### src/rtl/rbk_pkg.sv
package rbk_pkg;
  parameter int NUM_CH   = 6;
  parameter int RES_W    = 10;
  parameter int REG_W    = 8;
  parameter int LOW_W    = RES_W - REG_W;
  parameter int NUM_GRP  = 2;
  parameter int GRP0_CH  = 2;
  parameter int ADDR_W   = 8;
  parameter int LSB_BASE = 4;
  parameter int MSB_BASE = 8;
  parameter int CH_IW    = $clog2(NUM_CH);
  parameter int GRP_IW   = (NUM_GRP > 1) ? $clog2(NUM_GRP) : 1;

  function automatic int grpOf(input int ch);
    return (ch < GRP0_CH) ? 0 : 1;
  endfunction

  function automatic int slotOf(input int ch);
    return (ch < GRP0_CH) ? ch : ch - GRP0_CH;
  endfunction

  typedef struct packed {
    logic [NUM_GRP-1:0] freeze;
    logic [NUM_GRP-1:0] unfreeze;
    logic [NUM_GRP-1:0] hold;
    logic               rdStrobe;
    logic               rdIsLsb;
    logic               rdIsMsb;
    logic [GRP_IW-1:0]  lsbGrp;
    logic [CH_IW-1:0]   msbCh;
  } rbkStrobe_t;
endpackage

### src/rtl/rbk_ctrl.sv
module rbk_ctrl
  import rbk_pkg::*;
(
  input  logic               clk,
  input  logic               rstN,
  input  logic               rdEn,
  input  logic [ADDR_W-1:0]  rdAddr,
  output rbkStrobe_t         strobe,
  output logic [NUM_GRP-1:0] lockQ
);
  rbkStrobe_t st;

  always_comb begin
    st = '0;
    st.rdStrobe = rdEn;
    for (int g = 0; g < NUM_GRP; g++) begin
      if (rdEn && rdAddr == ADDR_W'(LSB_BASE + g)) begin
        st.rdIsLsb   = 1'b1;
        st.lsbGrp    = GRP_IW'(g);
        st.freeze[g] = 1'b1;
      end
    end
    for (int c = 0; c < NUM_CH; c++) begin
      if (rdEn && rdAddr == ADDR_W'(MSB_BASE + c)) begin
        st.rdIsMsb = 1'b1;
        st.msbCh   = CH_IW'(c);
        if (lockQ[grpOf(c)]) st.unfreeze[grpOf(c)] = 1'b1;
      end
    end
    st.hold = (lockQ & ~st.unfreeze) | st.freeze;
  end

  assign strobe = st;

  always_ff @(posedge clk or negedge rstN) begin
    if (!rstN) lockQ <= '0;
    else       lockQ <= (lockQ | st.freeze) & ~st.unfreeze;
  end
endmodule

### src/rtl/rbk_dpath.sv
module rbk_dpath
  import rbk_pkg::*;
(
  input  logic                    clk,
  input  logic                    rstN,
  input  rbkStrobe_t              strobe,
  input  logic [NUM_CH-1:0]       updValid,
  input  logic [NUM_CH*RES_W-1:0] updData,
  output logic [NUM_CH*RES_W-1:0] visFlat,
  output logic [REG_W-1:0]        rdData
);
  logic [REG_W-1:0] rdNext;

  for (genvar c = 0; c < NUM_CH; c++) begin : gCh
    localparam int G = grpOf(c);
    logic [RES_W-1:0] visQ, shdQ;
    logic             pendQ;
    logic [RES_W-1:0] inVal;
    assign inVal = updData[c*RES_W +: RES_W];

    always_ff @(posedge clk or negedge rstN) begin
      if (!rstN) begin
        visQ  <= '0;
        shdQ  <= '0;
        pendQ <= 1'b0;
      end else if (strobe.unfreeze[G]) begin
        if (updValid[c])  visQ <= inVal;
        else if (pendQ)   visQ <= shdQ;
        pendQ <= 1'b0;
      end else if (updValid[c]) begin
        if (strobe.hold[G]) begin
          shdQ  <= inVal;
          pendQ <= 1'b1;
        end else begin
          visQ <= inVal;
        end
      end
    end

    assign visFlat[c*RES_W +: RES_W] = visQ;
  end

  always_comb begin
    rdNext = '0;
    for (int c = 0; c < NUM_CH; c++) begin
      if (strobe.rdIsMsb && strobe.msbCh == CH_IW'(c))
        rdNext = visFlat[c*RES_W+LOW_W +: REG_W];
      if (strobe.rdIsLsb && strobe.lsbGrp == GRP_IW'(grpOf(c)))
        rdNext[slotOf(c)*LOW_W +: LOW_W] = visFlat[c*RES_W +: LOW_W];
    end
  end

  always_ff @(posedge clk or negedge rstN) begin
    if (!rstN)                rdData <= '0;
    else if (strobe.rdStrobe) rdData <= rdNext;
  end
endmodule

### src/rtl/rbk_readback.sv
module rbk_readback
  import rbk_pkg::*;
(
  input  logic                    clk,
  input  logic                    rstN,
  input  logic                    rdEn,
  input  logic [ADDR_W-1:0]       rdAddr,
  output logic [REG_W-1:0]        rdData,
  input  logic [NUM_CH-1:0]       updValid,
  input  logic [NUM_CH*RES_W-1:0] updData
);
  rbkStrobe_t               strobe;
  logic [NUM_GRP-1:0]       lockQ;
  logic [NUM_CH*RES_W-1:0]  visFlat;

  rbk_ctrl u_ctrl (
    .clk(clk), .rstN(rstN), .rdEn(rdEn), .rdAddr(rdAddr),
    .strobe(strobe), .lockQ(lockQ)
  );

  rbk_dpath u_dpath (
    .clk(clk), .rstN(rstN), .strobe(strobe), .updValid(updValid),
    .updData(updData), .visFlat(visFlat), .rdData(rdData)
  );
endmodule

### config.mk
export PLATFORM = sky130hd
export DESIGN_NAME = rbk_readback
export DESIGN_NICKNAME = d
export VERILOG_FILES = /design/src/rtl/rbk_pkg.sv /design/src/rtl/rbk_ctrl.sv /design/src/rtl/rbk_dpath.sv /design/src/rtl/rbk_readback.sv
export SDC_FILE = /design/constraint.sdc
export NUM_CORES = 1
export LEC_CHECK = 0
export BUFFER_PORTS_ARGS = -buffer_cell sky130_fd_sc_hd__buf_2
export CAP_MARGIN = 20
export CORE_ASPECT_RATIO = 0.6
export CORE_MARGIN = 1
export CORE_UTILIZATION = 50
export DETAILED_ROUTE_END_ITERATION = 16
export HOLD_SLACK_MARGIN = 0.15
export PLACE_DENSITY_LB_ADDON = 0.08
export SYNTH_ARGS = -nofsm -noshare
export SYNTH_HDL_FRONTEND = slang
export SYNTH_SLANG_ARGS = --single-unit
### constraint.sdc
create_clock -name clk -period 3.1 [get_ports clk]
set_clock_uncertainty 0.2 [all_clocks]
set_input_delay 0.155 -clock clk [delete_from_list [all_inputs] [get_ports clk]]
set_output_delay 0.155 -clock clk [all_outputs]
set_load 0.02 [all_outputs]
---- Word-level counts from Yosys, hierarchy flattened ----
Cells that the tools add are included.
storage, ports and cells
  bits in registers ....................... 136
operators by class
  multiplexer cells ....................... 82
  equal/unequal tests ..................... 15
  reduce and logical (&&, ||, !) cells .... 49
  bitwise logic cells ..................... 8
operator list
  cell                  count
  $mux W10              30
  $eq A8 B4 Y1 const B  6
  $mux W8               6
  $mux W1               36
  $reduce_and A3 Y1     12
  $reduce_bool A2 Y1    14
  $eq A8 B3 Y1 const B  2
  $logic_and A1 B1 Y1   16
  $mux W2               8
  $reduce_and A2 Y1     6
  $eq A3 B2 Y1 const B  2
  $eq A3 B3 Y1 const B  2
  $mux W3               2
  $and A2 B2 Y2         2
  $ne A2 B1 Y1 const B  2
  $or A2 B2 Y2          2
  $eq A3 B1 Y1 const B  1
  $logic_not A3 Y1      1
  $not A1 Y1            3
  $not A2 Y2            1

---- Depth between registers and ports, before layout ----
  depth in word-level cells ............... 21
  depth in mapped cells ................... 8

---- Cells and area by module ----
From an unflattened synthesis, not the netlist that was laid out.
unflattened totals
  cells, all modules ...................... 579
  area total of the unflattened synthesis .. 6480.0 sq um
modules (own cells, without submodules)
  module     seq. area each (sq um)  area each (sq um)  times used  cells an instance
  rbk_dpath  3353.2                  6212.2             1           547
  rbk_ctrl   50.0                    267.8              1           32

---- Worst setup path before layout ----
No wires, ideal clock.
  path type ............................... input -> register
  from .................................... input port rdAddr[5]
  to ...................................... register u_dpath.gCh[5].visQ[4]
  path slack .............................. 0.827 ns
  library setup time ...................... 0.123 ns
  path buffers ............................ 3
  required time ........................... 2.777 ns
  stages on the path ...................... 8
  arrival time ............................ 1.950 ns
  path through ............................ or4_1 buf_2 nor4_4 buf_4 nand2_1 or2_0 buf_2 o221a_1
between the ends
  longest elaborated chain between the ends .. 14
  elaborated cells on any way between the ends .. 25
RTL lines
  item                         RTL line           text
  start, declared              rbk_readback.sv:7  input logic [ADDR_W-1:0] rdAddr,
  $eq A8 B4 Y1                 rbk_ctrl.sv:24     if (rdEn && rdAddr == ADDR_W'(MSB_BASE + c)) begin
  $logic_and A1 B1 Y1          rbk_ctrl.sv:24
  $mux W1                      rbk_ctrl.sv:24
  $mux W1                      rbk_ctrl.sv:27     if (lockQ[grpOf(c)]) st.unfreeze[grpOf(c)] = 1'b1;
  $mux W1                      rbk_ctrl.sv:24
  $mux W1                      rbk_ctrl.sv:27
  $mux W1                      rbk_ctrl.sv:24
  $mux W1                      rbk_ctrl.sv:27
  $mux W1                      rbk_ctrl.sv:24
  $not A2 Y2                   rbk_ctrl.sv:30     st.hold = (lockQ & ~st.unfreeze) | st.freeze;
  $and A2 B2 Y2                rbk_ctrl.sv:30
  $or A2 B2 Y2                 rbk_ctrl.sv:30
  $ne A2 B1 Y1 (no line)       --
  $reduce_and A3 Y1 (no line)  --
  end signal, assigned         rbk_dpath.sv:27    if (updValid[c]) visQ <= inVal;
  end signal, assigned         rbk_dpath.sv:28    else if (pendQ) visQ <= shdQ;
  end signal, assigned         rbk_dpath.sv:35    visQ <= inVal;
  end, declared                rbk_dpath.sv:16    logic [RES_W-1:0] visQ, shdQ;
Parallel ways exist; a longest one is shown, timed or not.
A chain may end at the register's enable or synchronous reset.

---- Final worst setup path ----
  from .................................... input port rdEn
  to ...................................... register u_dpath.gCh[5].shdQ[6]
between the ends
  longest elaborated chain between the ends .. 12
  elaborated cells on any way between the ends .. 18
RTL lines
  item                           RTL line           text
  start, declared                rbk_readback.sv:6  input logic rdEn,
  $logic_and A1 B1 Y1            rbk_ctrl.sv:24
  $mux W1                        rbk_ctrl.sv:24
  $mux W1                        rbk_ctrl.sv:27
  $mux W1                        rbk_ctrl.sv:24
  $mux W1                        rbk_ctrl.sv:27
  $mux W1                        rbk_ctrl.sv:24
  $mux W1                        rbk_ctrl.sv:27
  $mux W1                        rbk_ctrl.sv:24
  $not A2 Y2                     rbk_ctrl.sv:30
  $and A2 B2 Y2                  rbk_ctrl.sv:30
  $or A2 B2 Y2                   rbk_ctrl.sv:30
  $reduce_and A3 Y1 (no line) *  --
  end signal, assigned           rbk_dpath.sv:32    shdQ <= inVal;
  end, declared                  rbk_dpath.sv:16
Mark *: on every way between the ends. The rest lies on a longest branch, timed or not.

==> flow_metrics.py <==
metrics = {
    "run_status": {
        "status": "finished, final reports clean",
    },
    "routing": {
        "drt-pass1-iter-count": 5,
        "wl_per_cell_um": 18.4,
        "dr.first_iter.drc_count": 307,
        "postRouteAntennaNets": 0,
        "finalWirelength_um": 16800,
        "vias_per_cell": 5.60,
        "drc": 0,
        "num_vias": 5117,
    },
    "clock_tree": {
        "cts_max_level": 4,
        "post_cts_buffers": 0,
        "cts_sinks": 136,
        "cts-root-buf": "clkbuf_16",
        "cts_tree": "yes",
        "cts.clk_slew.worst_paths_ns": 0.06,
        "cts_buffers": 17,
        "clock_latency_ns": 0.41,
        "cts_buffer_depth": 2,
    },
    "placement": {
        "place_hpwl_um": 11400,
        "place.gp.congestion": 0.881,
        "portBuffers": 84,
        "dp_cells": 772,
    },
    "flow_run": {
        "cap_violations": 0,
    },
    "pwr": {
        "peakVddDrop_mv": 0.480,
        "powerDensity_mw_per_mm2": 629,
        "cellLeakagePower_uw": 0.00394,
        "power_uw": 5490,
    },
    "timing": {
        "relSlewSlack_pct": 55.7,
        "rsz0062_at_grt": "no",
        "finalHoldViolCount": 0,
        "period_share_pct": 95.9,
        "finalSetupViolCount": 0,
        "max_freq_ghz": 0.336,
        "finalCriticalPeriod_ns": 2.97,
        "drv_slew": 0,
        "fin_setup_tns_ns": 0,
        "tightest_slew_ns": 0.664,
    },
    "yosys": {
        "synth_seq_cells": 136,
        "ys_types": 50,
        "yosys_warnings": 0,
        "synth_top_area_share_pct": 53.6,
        "synth.cells.most_frequent": "dfrtp_1, mux2_1, or2_2",
        "synth_flop_cell": "dfrtp_1",
        "synth-edff-count": 0,
        "syn_area_mm2": 0.00635,
        "synth_async_sr_flop_share_pct": 100,
        "avgSynthCellArea_um2": 11.9,
        "yosysMostFrequentCell": "dfrtp_1",
        "seq_area_frac_synth_pct": 53.6,
        "yosys.area.top_type": "dfrtp_1",
        "synth_nets": 611,
        "netlist_top_cells_area": "dfrtp_1, mux2_1, o221a_1, mux2_2, or2_2",
        "syn_inst": 534,
    },
    "worst_setup_path": {
        "critPathKind": "input port to register",
        "cp-startpoint": "rdEn",
        "critPathArrivalTime_ns": 3.05,
        "start_kind": "input port",
        "worstPathRequired_ns": 3.18,
        "path_max_fanout": 28,
        "cp-end-kind": "register",
        "critical-path-max-stage-delay_ns": 0.57,
        "crit_chain": "dlygate4sd3_1 -> clkbuf_4 -> and2_1 -> a31oi_2 -> nor2_2 -> nand2_2 -> mux2_1 -> dlygate4sd3_1",
        "timing.rr.start": "u_ctrl.lockQ[1]",
        "critPathSlowestCell": "dlygate4sd3_1",
        "crit_path_frequent_cell": "dlygate4sd3_1",
    },
    "global_routing": {
        "grt_pass1_wl_um": 26800,
        "grt_antenna_before_repair": 0,
        "grt_max_degree": 53,
        "grt_pass1_vias": 5134,
        "grtUsageTotal_pct": 27.5,
        "grt_overflow": 0,
    },
    "layout": {
        "drive_above_1_share_pct": 27.5,
        "final_cells": 914,
        "syn2layout_area_growth_pct": 37.7,
        "nets": 814,
        "diodes": 0,
    },
    "floorplan": {
        "rows": 31,
        "core_area_mm2": 0.0122,
        "initial_core_util_pct": 51.9,
        "die_width_um": 147,
        "die_area_mm2": 0.0132,
        "pin_count": 85,
        "die_y_um": 89.3,
    },
    "min_path": {
        "hold_class": "input port to asynchronous set/reset pin",
    },
}
-- cells by family after synthesis --
group	synth area share, %
and+or+nand+nor	12.9
DFF	53.6
AOI/OAI and AO/OA	15.5
muxes	15.7
buffers and inverters	2.17
xor gates and xnor gates	0.138
-- flip-flops by register name, summed over array words and instances, names as in the netlist --
name	cells
u_dpath.rdData	8
u_dpath.gCh.shdQ	60
u_dpath.gCh.visQ	60
u_dpath.gCh.pendQ	6
u_ctrl.lockQ	2
-- worst max-delay path, delay by kind of cell --
| kind | cells | cell delay (ns) |
|---|---|---|
| AOI/OAI and AO/OA | 1 | 0.21 |
| and+or+nand+nor | 3 | 0.88 |
| buffers and inverters | 3 | 1.42 |
| muxes | 1 | 0.38 |
-- layout by cell type (no fill, tap or decap), types with 4 or more instances in the layout --
cell	count
a21oi_1	36
and3_1	4
buf_2	82
buf_4	18
clkbuf_16	17
clkinv_4	5
dfrtp_1	136
dlygate4sd3_1	110
inv_1	5
mux2_1	44
mux2_2	23
mux2i_1	24
nand2_1	17
nand2_2	4
nand2b_1	4
nand3_1	8
nor2_1	32
nor2b_1	10
o211ai_1	6
o21ai_0	12
o21ai_1	4
o221a_1	40
or2_0	4
or2_2	41
-- stage by stage --
step                util, %  hold WS [ns]  instance area, µm²  setup slack, ns
floorplan                 -        -0.341                6350            0.827
global placement       57.4      -0.00200                7010            0.506
detailed placement     57.4       0.00823                7010            0.422
CTS                    71.4         0.156                8730          0.00546
global route           71.5         0.166                8740           0.0196
finish                 71.5         0.153                8740            0.127
-- worst paths after layout --
kind,depth (start not counted),slack [ns],end
max in group asynchronous,3,2.27,u_dpath.gCh[1].visQ[1]
worst max register to register,7,0.51,u_dpath.gCh[5].shdQ[6]
min in group clk,5,0.18,u_dpath.gCh[1].pendQ
worst max-delay path,8,0.13,u_dpath.gCh[5].shdQ[6]
worst min register to register,1,0.29,u_dpath.gCh[0].shdQ[4]
worst min-delay path,3,0.15,u_dpath.gCh[4].shdQ[8]
-- where the power goes --
part	total, µW	internal (µW)	switching, µW
clock network	1990	1210	785
registers	2440	2190	253
logic	1060	682	375
total	5490	4080	1410
-- layer usage --
layer  part of all wire (%)  wire length, µm  vias up  global-route usage, %
met2                     44             7410      152                   42.5
met5                      0                0        -                      0
met3                    5.7              968       17                   5.41
met4                    1.2              205        0                   7.78
met1                     49             8260     2547                   39.7
li1                       -                -     2401                      -
-- repair_timing --
item,CTS,global route
endpoints found under the hold margin,270,0
setup endpoints to repair,0,40
gates resized for setup,0,2
hold buffers,111,0
-- cell type report --
cell class / count / area (µm²)
clock buffer: 18 / 439
clock inverter: 13 / 149
fill: 902 / 3480
inverter: 5 / 18.8
multi-input combinational: 364 / 2820
sequential: 136 / 3400
tap: 165 / 206
timing repair buffer: 213 / 1700
(Power assumes the default switching activity.)
